<file path="config.mk">
export PLATFORM = sky130hd
export DESIGN_NAME = pwr_fail_guard
export DESIGN_NICKNAME = d
export VERILOG_FILES = /design/src/rtl/pfg_pkg.sv /design/src/rtl/pfg_datapath.sv /design/src/rtl/pfg_control.sv /design/src/rtl/pwr_fail_guard.sv
export SDC_FILE = /design/constraint.sdc
export NUM_CORES = 1
export LEC_CHECK = 0
export CAP_MARGIN = 10
export CELL_PAD_IN_SITES_DETAIL_PLACEMENT = 1
export CELL_PAD_IN_SITES_GLOBAL_PLACEMENT = 2
export CORE_UTILIZATION = 38
export DETAILED_ROUTE_END_ITERATION = 10
export PLACE_DENSITY = 0.85
export SLEW_MARGIN = 40
export SYNTH_ARGS = -nofsm -noshare
export SYNTH_HDL_FRONTEND = slang
export SYNTH_HIERARCHICAL = 1
export SYNTH_SLANG_ARGS = --single-unit
</file>
<file path="constraint.sdc">
create_clock -name clk -period 3 [get_ports clk]
set_clock_uncertainty 0.2 [all_clocks]
set_input_delay 0.45 -clock clk [delete_from_list [all_inputs] [get_ports clk]]
set_output_delay 0.45 -clock clk [all_outputs]
set_load 0.01 [all_outputs]
</file>
<file path="src/rtl/pfg_pkg.sv">
package pfg_pkg;
  // supply level, lowest first
  typedef enum logic [1:0] {LV_BATT, LV_LOW, LV_WIN, LV_OK} level_t;
  typedef enum logic [1:0] {ST_NORMAL, ST_PROTECT, ST_BATTERY, ST_RECOVER} state_t;
  typedef struct packed {
    logic recClr;
    logic recInc;
    logic winClr;
    logic winInc;
  } strobe_t;
endpackage

</file>
<file path="src/rtl/pfg_datapath.sv">
module pfg_datapath
  import pfg_pkg::*;
#(
  parameter int SYNC_STAGES = 2,
  parameter int REC_CYCLES  = 1000,
  parameter int DESEL_DELAY = 50
) (
  input  logic    clk,
  input  logic    rstN,
  input  logic    aboveHi,
  input  logic    aboveLo,
  input  logic    aboveSw,
  input  strobe_t stb,
  output level_t  level,
  output logic    flagsValid,
  output logic    recDone,
  output logic    winDone
);
  localparam int REC_W = $clog2(REC_CYCLES + 1);
  localparam int WIN_W = $clog2(DESEL_DELAY + 1);
  localparam logic [REC_W-1:0] REC_LAST = REC_W'(REC_CYCLES - 1);
  localparam logic [WIN_W-1:0] WIN_LAST = WIN_W'(DESEL_DELAY - 1);

  logic [SYNC_STAGES-1:0][2:0] syncPipe;
  logic [SYNC_STAGES-1:0]      fillSr;
  logic [REC_W-1:0]            recCnt;
  logic [WIN_W-1:0]            winCnt;
  logic [2:0]                  flagsS;

  always_ff @(posedge clk or negedge rstN) begin
    if (!rstN) begin
      syncPipe <= '0;
      fillSr   <= '0;
    end else begin
      syncPipe[0] <= {aboveHi, aboveLo, aboveSw};
      for (int i = 1; i < SYNC_STAGES; i++) syncPipe[i] <= syncPipe[i-1];
      fillSr <= {fillSr[SYNC_STAGES-2:0], 1'b1};
    end
  end

  assign flagsS     = syncPipe[SYNC_STAGES-1];
  assign flagsValid = fillSr[SYNC_STAGES-1];

  // lowest indicated level wins
  always_comb begin
    if (!flagsS[0])      level = LV_BATT;
    else if (!flagsS[1]) level = LV_LOW;
    else if (!flagsS[2]) level = LV_WIN;
    else                 level = LV_OK;
  end

  always_ff @(posedge clk or negedge rstN) begin
    if (!rstN) begin
      recCnt <= '0;
      winCnt <= '0;
    end else begin
      if (stb.recClr)      recCnt <= '0;
      else if (stb.recInc) recCnt <= recCnt + 1'b1;
      if (stb.winClr)      winCnt <= '0;
      else if (stb.winInc) winCnt <= winCnt + 1'b1;
    end
  end

  assign recDone = (recCnt == REC_LAST);
  assign winDone = (winCnt == WIN_LAST);

  p_win_bound_r3: assert property (@(posedge clk) disable iff (!rstN)
    winCnt <= WIN_LAST);
  p_rec_bound_r6: assert property (@(posedge clk) disable iff (!rstN)
    recCnt <= REC_LAST);
endmodule

</file>
<file path="src/rtl/pfg_control.sv">
module pfg_control
  import pfg_pkg::*;
(
  input  logic    clk,
  input  logic    rstN,
  input  level_t  level,
  input  logic    flagsValid,
  input  logic    recDone,
  input  logic    winDone,
  output strobe_t stb,
  output logic    protectOut,
  output logic    battOut
);
  state_t state, stateNext;

  always_comb begin
    stateNext  = state;
    stb        = '0;
    stb.recClr = 1'b1;
    stb.winClr = 1'b1;
    if (flagsValid) begin
      unique case (state)
        ST_NORMAL: begin
          unique case (level)
            LV_OK:   stateNext = ST_NORMAL;
            LV_WIN: begin
              if (winDone) stateNext = ST_PROTECT;
              else begin
                stb.winClr = 1'b0;
                stb.winInc = 1'b1;
              end
            end
            LV_LOW:  stateNext = ST_PROTECT;
            LV_BATT: stateNext = ST_BATTERY;
          endcase
        end
        ST_PROTECT, ST_BATTERY: begin
          if (level == LV_BATT)    stateNext = ST_BATTERY;
          else if (level == LV_OK) stateNext = ST_RECOVER;
          else                     stateNext = ST_PROTECT;
        end
        ST_RECOVER: begin
          if (level == LV_BATT)     stateNext = ST_BATTERY;
          else if (level != LV_OK)  stateNext = ST_PROTECT;
          else if (recDone)         stateNext = ST_NORMAL;
          else begin
            stb.recClr = 1'b0;
            stb.recInc = 1'b1;
          end
        end
      endcase
    end
  end

  always_ff @(posedge clk or negedge rstN) begin
    if (!rstN) state <= ST_PROTECT;
    else       state <= stateNext;
  end

  assign protectOut = (state != ST_NORMAL);
  assign battOut    = (state == ST_BATTERY);

  p_reset_hold_r1: assert property (@(posedge clk) disable iff (!rstN)
    !flagsValid |-> (protectOut && !battOut));
  p_low_protect_r4: assert property (@(posedge clk) disable iff (!rstN)
    (flagsValid && level == LV_LOW) |=> protectOut);
  p_batt_on_r5: assert property (@(posedge clk) disable iff (!rstN)
    (flagsValid && level == LV_BATT) |=> battOut);
  p_batt_off_r5: assert property (@(posedge clk) disable iff (!rstN)
    (flagsValid && level != LV_BATT) |=> !battOut);
  p_release_r6: assert property (@(posedge clk) disable iff (!rstN)
    $fell(protectOut) |-> ($past(recDone) && $past(level) == LV_OK));
endmodule

</file>
<file path="src/rtl/pwr_fail_guard.sv">
module pwr_fail_guard
  import pfg_pkg::*;
#(
  parameter int SYNC_STAGES = 2,
  parameter int REC_CYCLES  = 1000,
  parameter int DESEL_DELAY = 50
) (
  input  logic clk,
  input  logic rstN,
  input  logic aboveHi,
  input  logic aboveLo,
  input  logic aboveSw,
  output logic memProtect,
  output logic battSelect
);
  strobe_t stb;
  level_t  level;
  logic    flagsValid, recDone, winDone;

  pfg_datapath #(
    .SYNC_STAGES(SYNC_STAGES), .REC_CYCLES(REC_CYCLES), .DESEL_DELAY(DESEL_DELAY)
  ) dp_i (
    .clk(clk), .rstN(rstN), .aboveHi(aboveHi), .aboveLo(aboveLo), .aboveSw(aboveSw),
    .stb(stb), .level(level), .flagsValid(flagsValid), .recDone(recDone), .winDone(winDone)
  );

  pfg_control ctl_i (
    .clk(clk), .rstN(rstN), .level(level), .flagsValid(flagsValid),
    .recDone(recDone), .winDone(winDone), .stb(stb),
    .protectOut(memProtect), .battOut(battSelect)
  );

  p_batt_needs_prot_r8: assert property (@(posedge clk) disable iff (!rstN)
    battSelect |-> memProtect);
endmodule

</file>
---- After elaboration in Yosys (flattened, before gate mapping) ----
Index checks and enable logic that the tools add are counted.
operators by class
  $add $sub $neg .......................... 2
  eq/ne operators ......................... 11
  multiplexer cells ....................... 23
  reductions and logical operators ........ 7
operator list
  cell                     number
  $mux W2                  15
  $mux W10                 2
  $mux W6                  2
  $add A10 B1 Y10 const B  1
  $eq A10 B10 Y1 const B   1
  $eq A2 B2 Y1 const B     4
  $pmux W2 S4              1
  $add A6 B1 Y6 const B    1
  $eq A6 B6 Y1 const B     1
  $pmux W2 S3              1
  $reduce_bool A2 Y1       3
  $eq A2 B1 Y1 const B     2
  $logic_not A2 Y1         2
  $mux W4                  1
  $ne A4 B1 Y1 const B     1
  $ne A3 B2 Y1 const B     1
  $reduce_and A3 Y1        1
  $ne A2 B2 Y1 const B     1
  $reduce_or A2 Y1         1
  $mux W1                  1
storage, ports and cells
  register bits after elaboration ......... 26
  bits of input ports ..................... 5
  output and inout port bits .............. 2
  word-level logic and storage cells ...... 49

---- Depth between registers and ports, before layout ----
Gate-level depths: netlist (run 1).
  word-level depth ........................ 10
  mapped depth ............................ 10
  gate-level depth less buffers ........... 9

---- Hierarchy ----
Netlist (run 1), hierarchy kept.
modules (own cells, without submodules)
  module        instances  cells an instance  area an instance (um2)  seq. area each (um2)
  pfg_datapath  1          91                 1023.5                  600.6
  pfg_control   1          29                 271.5                   51.3

---- Least setup slack after synthesis (run 1) ----
OpenSTA, ideal clock, no wires.
  kind .................................... reg-to-reg
  start ................................... register dp_i.recCnt[0]
  end ..................................... register dp_i.recCnt[7]
  library setup time ...................... 0.078 ns
  arrival ................................. 2.290 ns
  path slack .............................. 0.432 ns
  cell stages (with the launch flop) ...... 11
  cells stage by stage .................... dfrtp_1 ha_1 nand2_1 nor3_1 nand3b_1 or3b_4 inv_2 buf_4 o211ai_4 or4_1 a21oi_1
RTL lines
  element                 line                RTL
  start, declared         pfg_datapath.sv:26  logic [REC_W-1:0] recCnt;
  start signal, assigned  pfg_datapath.sv:58  else if (stb.recInc) recCnt <= recCnt + 1'b1;

==> results summary, run 1 <==
The growth of design area from synthesis to finish is 12.2%. Yosys attributes the largest share of cell area to dfrtp_1 48%, ha_1 11%, xor2_1 4.1%. The horizontal extent of the die is 60.4 um.

The number of standard cells after synthesis is 120. The height of the die came out at 60.4 um. The sum of negative setup slack is 0 ns. The iteration count of the initial detailed-routing pass is 4. The maximum ir drop on the vdd rail came out at 227 uV. The critical path data required time is 3.05 ns.

The endpoint arrival time on the critical path came out at 2.89 ns. The run finished with clean final reports. The final total power came out at 716 uW. The multi-input combinational cell area is 594 um2. The setup path with the least slack is of type flop to flop. The TritonCTS clock tree is done. The number of max-cap violations came out at 0. The top-level I/O count came out at 7.

In the synthesized netlist the dominant register cell turns out to be dfrtp_1. The register area share after synthesis is 50.3%. Counting the fill cells in the layout gives 375. The kind of end point of the critical path is a flop.

The number of antenna violations at the first check in global routing is 0. In this run the mean area of a mapped cell was 10.8 um2. Setup repair after global routing left no endpoint under its margin. The number of enable-type register cells in the synthesized netlist came out at 0.

The CTS buffer count came out at 3. Of all cell types, the one taking the most synthesized area is dfrtp_1. After synthesis the cells add up to 1290 um2. The DRC violation count after routing came out at 0.

In this run the power density over the cells is 493 nW/um2. The number of global-route vias before repair came to 961. The biggest fanout along the worst timing path came out at 12. Counting flops and latches in the post-synthesis netlist gives 26. In this run the standard cell core region covers 3150 um2. The remaining global-route overflow came out at 0. The max-slew headroom at the worst pin came out at 63.8%. The top cell type's share of synthesized area is 48.3%. The per-cell via count in the routed design came out at 5.20. The register area is 652 um2. The HPWL reported at the end of detailed placement came out at 1840 um. STA classifies the critical path startpoint as a flop. At the pin with the least slew margin, the transition time is 0.541 ns. The effective utilization at floorplan came out at 41.1%. The pin count of the biggest net entering global routing came out at 16.

The clock-pin slew of the registers on the worst-case setup and hold paths came out at 0.14 ns. The post-route netlist has 10.8% of its cells at a drive strength greater than 1. After detailed routing, the average wire length per cell comes to 13.7 um. The net count after synthesis came out at 136. Static timing analysis puts the maximum clock frequency at 352 MHz.

The count of synthesis-stage warnings from yosys is 6. Global routing used 17.0% of the available tracks. The total count of hold-check failures in the final report is 0.

At the end of the flow, the number of nets in the layout was 147. Counting instances in the post-synthesis netlist gives the leading cell types as 25 x dfrtp_1, 12 x nor2_1, 11 x ha_1. The routed wire length is 2390 um. The detail route stage leaves a number of antenna-violating nets equal to 0.

The last weighted congestion value of the routability-driven placer came out at 0.769. The number of diodes added for antenna fixing is 0. The number of rows created at floorplan is 20. The clock tree buffer depth is 2.

The type of the worst min-delay path is flop to flop. The leakage power of the design came out at 0.588 nW. The final route contains 904 vias. In this run the number of H-tree levels came out at 1. The post-synthesis async set-or-reset flop share is 100%. For this design, the CTS-stage hold fixing added 0 buffers.

The count of unique library cells instantiated by Yosys is 33. The number of setup violations in the final report is 0. The clock reaches the later pin of the worst-skew pair after 0.32 ns. The area of the die is 3650 um2. The count of pins over their slew limit came out at 0. The number of port buffers is 6. The first-pass GRT wire length is 4470 um. The cell with the most instances after synthesis is dfrtp_1. The cell sitting at the root of the clock tree is a clkbuf_4.

The sink count of the clock tree is 26. The portion of the clock cycle consumed by the worst path in the final layout is 94.7%. The final critical path time including I/O delays and setup is 2.84 ns. After the first detailed-routing iteration, the DRC count stood at 10.
==> cells in the final DEF (no fill, tap or decap), types with 2 or more instances in the layout <==
cell type	count
or4_1	4
o21ai_0	6
mux2_2	2
clkbuf_4	3
clkdlybuf4s50_1	6
nor2_1	12
a21oi_1	6
nand3_1	2
nand4_1	5
buf_4	2
dfrtp_1	25
xor2_1	6
ha_1	11
xnor2_1	2
o31ai_1	4
nand2_1	7
inv_1	9
==> final cells by class <==
class                           instances  share of cell area [%]
Tap cell                               44                    3.79
Inverter                               10                    2.76
Clock buffer                            4                    2.50
Timing Repair Buffer                    8                    5.17
Multi-Input combinational cell         82                    40.9
Sequential cell                        26                    44.9
==> worst paths after layout <==
check,start,to,slack [ns],cells after the start
worst min-delay path,dp_i/syncPipe[0]$_DFF_PN0_,dp_i/flagsS[0]$_DFF_PN0_,0.16,0
worst min register to register,dp_i/syncPipe[0]$_DFF_PN0_,dp_i/flagsS[0]$_DFF_PN0_,0.16,0
worst max-delay path,dp_i/recCnt[0]$_DFFE_PN0P_,dp_i/recCnt[9]$_DFFE_PN0P_,0.16,9
max in group asynchronous,rstN,dp_i/fillSr[1]$_DFF_PN0_,1.72,2
worst max register to register,dp_i/recCnt[0]$_DFFE_PN0P_,dp_i/recCnt[9]$_DFFE_PN0P_,0.16,9
min in group asynchronous,rstN,dp_i/recCnt[6]$_DFFE_PN0P_,0.26,1
==> metal layers <==
layer	vias up	part of all wire, %	track usage [%]	wire length (um)
met5	-	0	0	0
met4	0	0.84	6.98	20
met3	2	1.9	1.92	46
met2	7	49	27.0	1160
met1	463	48	23.7	1160
li1	432	-	-	-
==> report_power, final <==
part / leakage, nW / total, mW / internal, mW / switching (mW)
clock: 0.0210 / 0.174 / 0.0741 / 0.100
sequential: 0.340 / 0.387 / 0.373 / 0.0139
combinational: 0.228 / 0.155 / 0.0771 / 0.0775
total: 0.588 / 0.716 / 0.524 / 0.191
==> worst max-delay path, cell delays in order (launching register included) <==
cell	delay (ns)
dfrtp_1	0.45
ha_1	0.25
nand2_1	0.17
nor3_1	0.08
nand3b_1	0.19
or3b_4	0.49
inv_4	0.14
o211ai_4	0.13
or4_1	0.50
a21oi_1	0.18
==> state kept, by name (all words and copies together), names as in the netlist <==
| name | count |
|---|---|
| dp_i/recCnt | 10 |
| dp_i/fillSr | 2 |
| dp_i/syncPipe | 3 |
| ctl_i/state | 2 |
| dp_i/flagsS | 3 |
| dp_i/winCnt | 6 |
==> repair_timing <==
action | 4_1_cts | 5_1_grt
buffers inserted | 0 | 0
endpoints found under the hold margin | 0 | 0
gates resized for setup | 0 | 1
endpoints found under the setup margin | 0 | 5
==> stage by stage <==
stage	cell area, um2	setup slack, ns	hold WS, ns	cells	util [%]
6_report	1450	0.159	0.155	174	46.1
5_1_grt	1450	0.0244	0.162	174	46.1
4_1_cts	1450	0.103	0.157	174	46.0
3_5_place_dp	1410	0.158	0.136	170	44.8
3_3_place_gp	1410	0.300	0.133	170	44.8
2_1_floorplan	1290	0.432	-0.0456	120	-
==> logic make-up after synthesis <==
family / count (synthesis) / synth area share [%]
AO/OA/AOI/OAI: 20 / 10.9
XOR/XNOR: 8 / 5.41
adder cells (fa/ha/maj): 11 / 10.6
buffers and inverters: 12 / 3.77
flip-flops: 26 / 50.3
multiplexers: 3 / 2.51
other: 1 / 0.290
AND/OR/NAND/NOR: 39 / 16.1
No activity file was read; power rests on OpenSTA's default activity.
==> inputs of run 2 (changes only) <==
- GPL_ROUTABILITY_DRIVEN: unset -> 0
==> results of run 2 <==
No change in the layout: final DEF, timing and power equal those of run 1.
==> inputs of run 3 (changes only) <==
- SYNTH_HIERARCHICAL: 1 -> unset
==> run 3 against run 2 <==
Against the previous run:
- cell count fell by 8.6%
- via count fell by 18%
- synthesized area fell by 7.8%
- sequential power barely moved
- routed wire length fell by 22%
- combinational power fell by 7%
- flip-flop and latch count did not move
- clock-buffer cell count fell by 1
- largest power group unchanged
==> results summary, run 3 <==
In the layout the commonest cells are 25 x dfrtp_1, 17 x nor2_1, 10 x ha_1, 9 x nand2_1. The count of pins over their slew limit was 0. VDD sags by at most 268 uV.

Among the stages of the critical path, the cell type that occurs most often is inv_1. The depth of the CTS H-tree came out at 1. The DRC violation count after routing is 0. The number of rows created at floorplan is 19. The clock tree buffer depth is 2. The number of port buffers came out at 6. The top cell type's share of synthesized area came out at 52.4%.

The iteration count of the initial detailed-routing pass is 3. The number of diodes added for antenna fixing is 0. The number of global-route vias before repair came out at 775. After detailed routing, the average wire length per cell comes to 11.7 um. The leakage power of the design came out at 0.604 nW. In this run, post-CTS repair resized a total of 0 instances. The critical path data required time is 2.35 ns. The routed wire length is 1860 um.

The final critical path time including I/O delays and setup is 2.41 ns. The area of the die is 3370 um2. Data arrives at the worst endpoint at 1.76 ns.

The HPWL reported at the end of detailed placement is 1410 um. On the worst path, the slowest cell contributes a delay of 0.57 ns. The kind of end point of the critical path is a primary output. Counting every net in the synthesized netlist gives 121. Summed over all instances, the cell type with the most area after synthesis is dfrtp_1.

Summing all multi-input logic gate instances after layout gives 515 um2. The largest registers in the layout are dp_i.recCnt (10), dp_i.winCnt (6). The register with the highest flop count is dp_i.recCnt. The critical path goes through inv_1, ha_1, inv_1, clkdlybuf4s50_1.

The final worst setup slack is 0.593 ns. The run finished with clean final reports. Across every metal layer, demand over resource in global routing totals 13.5%. The top-level I/O count came out at 7. TritonCTS built the clock tree.

Setup violations remaining at the end of the flow were counted as 0. In the final layout, the share of cells above drive strength 1 is 6.84%. Among all stages on the critical path, the largest delay is contributed by dfstp_2. The per-cell via count in the routed design came out at 4.65. Synthesis handed over a netlist of 106 instances.

The library cell used most frequently in the layout, excluding fill and tap cells, is dfrtp_1. The iteration-0 DRC count of the detailed router is 12. From left edge to right edge, the die measures 58.0 um. The final design utilization is 47.5%.

The flip-flop count of the largest register after layout came out at 10. The CTS buffer count came out at 3. Clock-pin slew was measured on the worst setup and hold paths at 0.14 ns. The number of storage elements in the synthesis netlist came out at 26. The first-pass GRT wire length came out at 3450 um. The number of setup buffers added after CTS came out at 0. The upper clock frequency limit is 415 MHz. The pin count of the biggest net entering global routing came out at 27. The post-synthesis async set-or-reset flop share came out at 100%. Yosys mapped a number of flops with a built-in enable equal to 0. The residual antenna-violating net count after detailed routing is 0. The biggest fanout along the worst timing path came out at 3.

The number of nets in the layout is 133. The type of the worst min-delay path is flop to flop. The region available for standard cell placement spans 2880 um2.

The number of antenna violations at the first check in global routing came to 0. The critical path is of the flop to primary output type. The portion of the clock cycle consumed by the worst path in the final layout came out at 80.2%. The height of the die is 58.0 um. By count the netlist is led by 25 x dfrtp_1, 17 x nor2_1, 10 x ha_1. The total standard cell area after synthesis came out at 1190 um2. The growth of design area from synthesis to finish came out at 14.5%. Among all flip-flop cells after synthesis, the most frequent one is dfrtp_1. The total vias in the final route is 740. Dividing total power by cell area gives a power density of 563 nW/um2.

The clock latency at the later pin of the worst-skew pair is 0.32 ns. In the post-synthesis netlist, the biggest area contributors are dfrtp_1 52%, ha_1 10%, nor2_1 5.3%. Max-cap violations in this run came to 0. The initial utilization of the core area, before any placement, comes to 41.5%.

The register area came out at 652 um2. The worst setup slack after placement is 0.895 ns. The post-cts hold buffer count is 0. Setup repair after global routing left no endpoint under its margin. After filler insertion, the fill cell instance count of the layout stands at 305. The remaining global-route overflow came out at 0. STA classifies the critical path startpoint as a flop. In this run the clock root is driven by a clkbuf_4.

By instance count, the leading cell after synthesis is dfrtp_1. The register area share after synthesis is 54.6%. The count of unique library cells instantiated by Yosys is 24. Yosys printed 0 warnings. The clock net in this run drives a total of 26 sinks. The sum of negative setup slack came out at 0 ns. The mean instance size in the synthesized netlist came out at 11.3 um2. The total count of hold-check failures in the final report is 0.
-- run 3: area by class of cell --
cell class / count / area share [%]
inverter: 7 / 1.92
multi-input combinational: 73 / 37.7
clock inverter: 1 / 2.20
clock buffer: 3 / 1.65
tap: 42 / 3.85
timing repair buffer: 7 / 4.95
sequential: 26 / 47.7
-- run 3: through the flow --
step           cells  hold slack, ns  cell area, um2  total power, mW
3_5_place_dp     155           0.136            1310            0.542
2_1_floorplan    106         -0.0456            1190            0.477
4_1_cts          159           0.166            1370            0.785
3_3_place_gp     155           0.132            1310            0.537
6_report         159           0.165            1370            0.770
5_1_grt          159           0.178            1370            0.820
-- run 3: cell families after synthesis --
family | share of synthesized area [%]
flops | 54.6
mux | 1.89
buf+inv | 2.20
xor+xnor | 8.80
other cells | 0.314
fa+ha+maj | 10.5
simple gates | 17.1
compound gates | 4.61
-- run 3: path summary, 6_finish.rpt --
check / slack, ns / endpoint / startpoint / cells after the start
setup / recovery: 0.59 / memProtect / ctl_i.state[0]$_DFFE_PN1P_ / 4
hold / removal: 0.17 / dp_i.flagsS[2]$_DFF_PN0_ / dp_i.syncPipe[2]$_DFF_PN0_ / 0
setup reg to reg: 0.87 / ctl_i.state[1]$_DFFE_PN0P_ / dp_i.flagsS[1]$_DFF_PN0_ / 8
hold reg to reg: 0.17 / dp_i.flagsS[2]$_DFF_PN0_ / dp_i.syncPipe[2]$_DFF_PN0_ / 0
max in group asynchronous: 2.04 / ctl_i.state[0]$_DFFE_PN1P_ / rstN / 2
min in group asynchronous: 0.27 / dp_i.recCnt[5]$_DFFE_PN0P_ / rstN / 2
-- run 3: metal layers --
metal  part of all wire [%]  track usage [%]  vias up  routed length, um
met1                     48             18.7      362                899
met2                     48             20.9        9                882
met4                    1.5             5.10        0                 27
li1                       -                -      366                  -
met3                    2.5             2.68        3                 46
met5                      0                0        -                  0
-- run 3: report_power, final --
part / total (mW) / internal, mW / switching, mW / leakage (nW)
Sequential: 0.388 / 0.374 / 0.0145 / 0.340
Clock: 0.238 / 0.135 / 0.102 / 0.0279
Combinational: 0.144 / 0.0710 / 0.0728 / 0.236
Total: 0.770 / 0.580 / 0.190 / 0.604
-- run 3: critical path, delay by kind of cell (launching register included) --
family	cells	cell delay, ns
flip-flops	1	0.57
adder cells (fa/ha/maj)	1	0.22
buffers and inverters	3	0.65
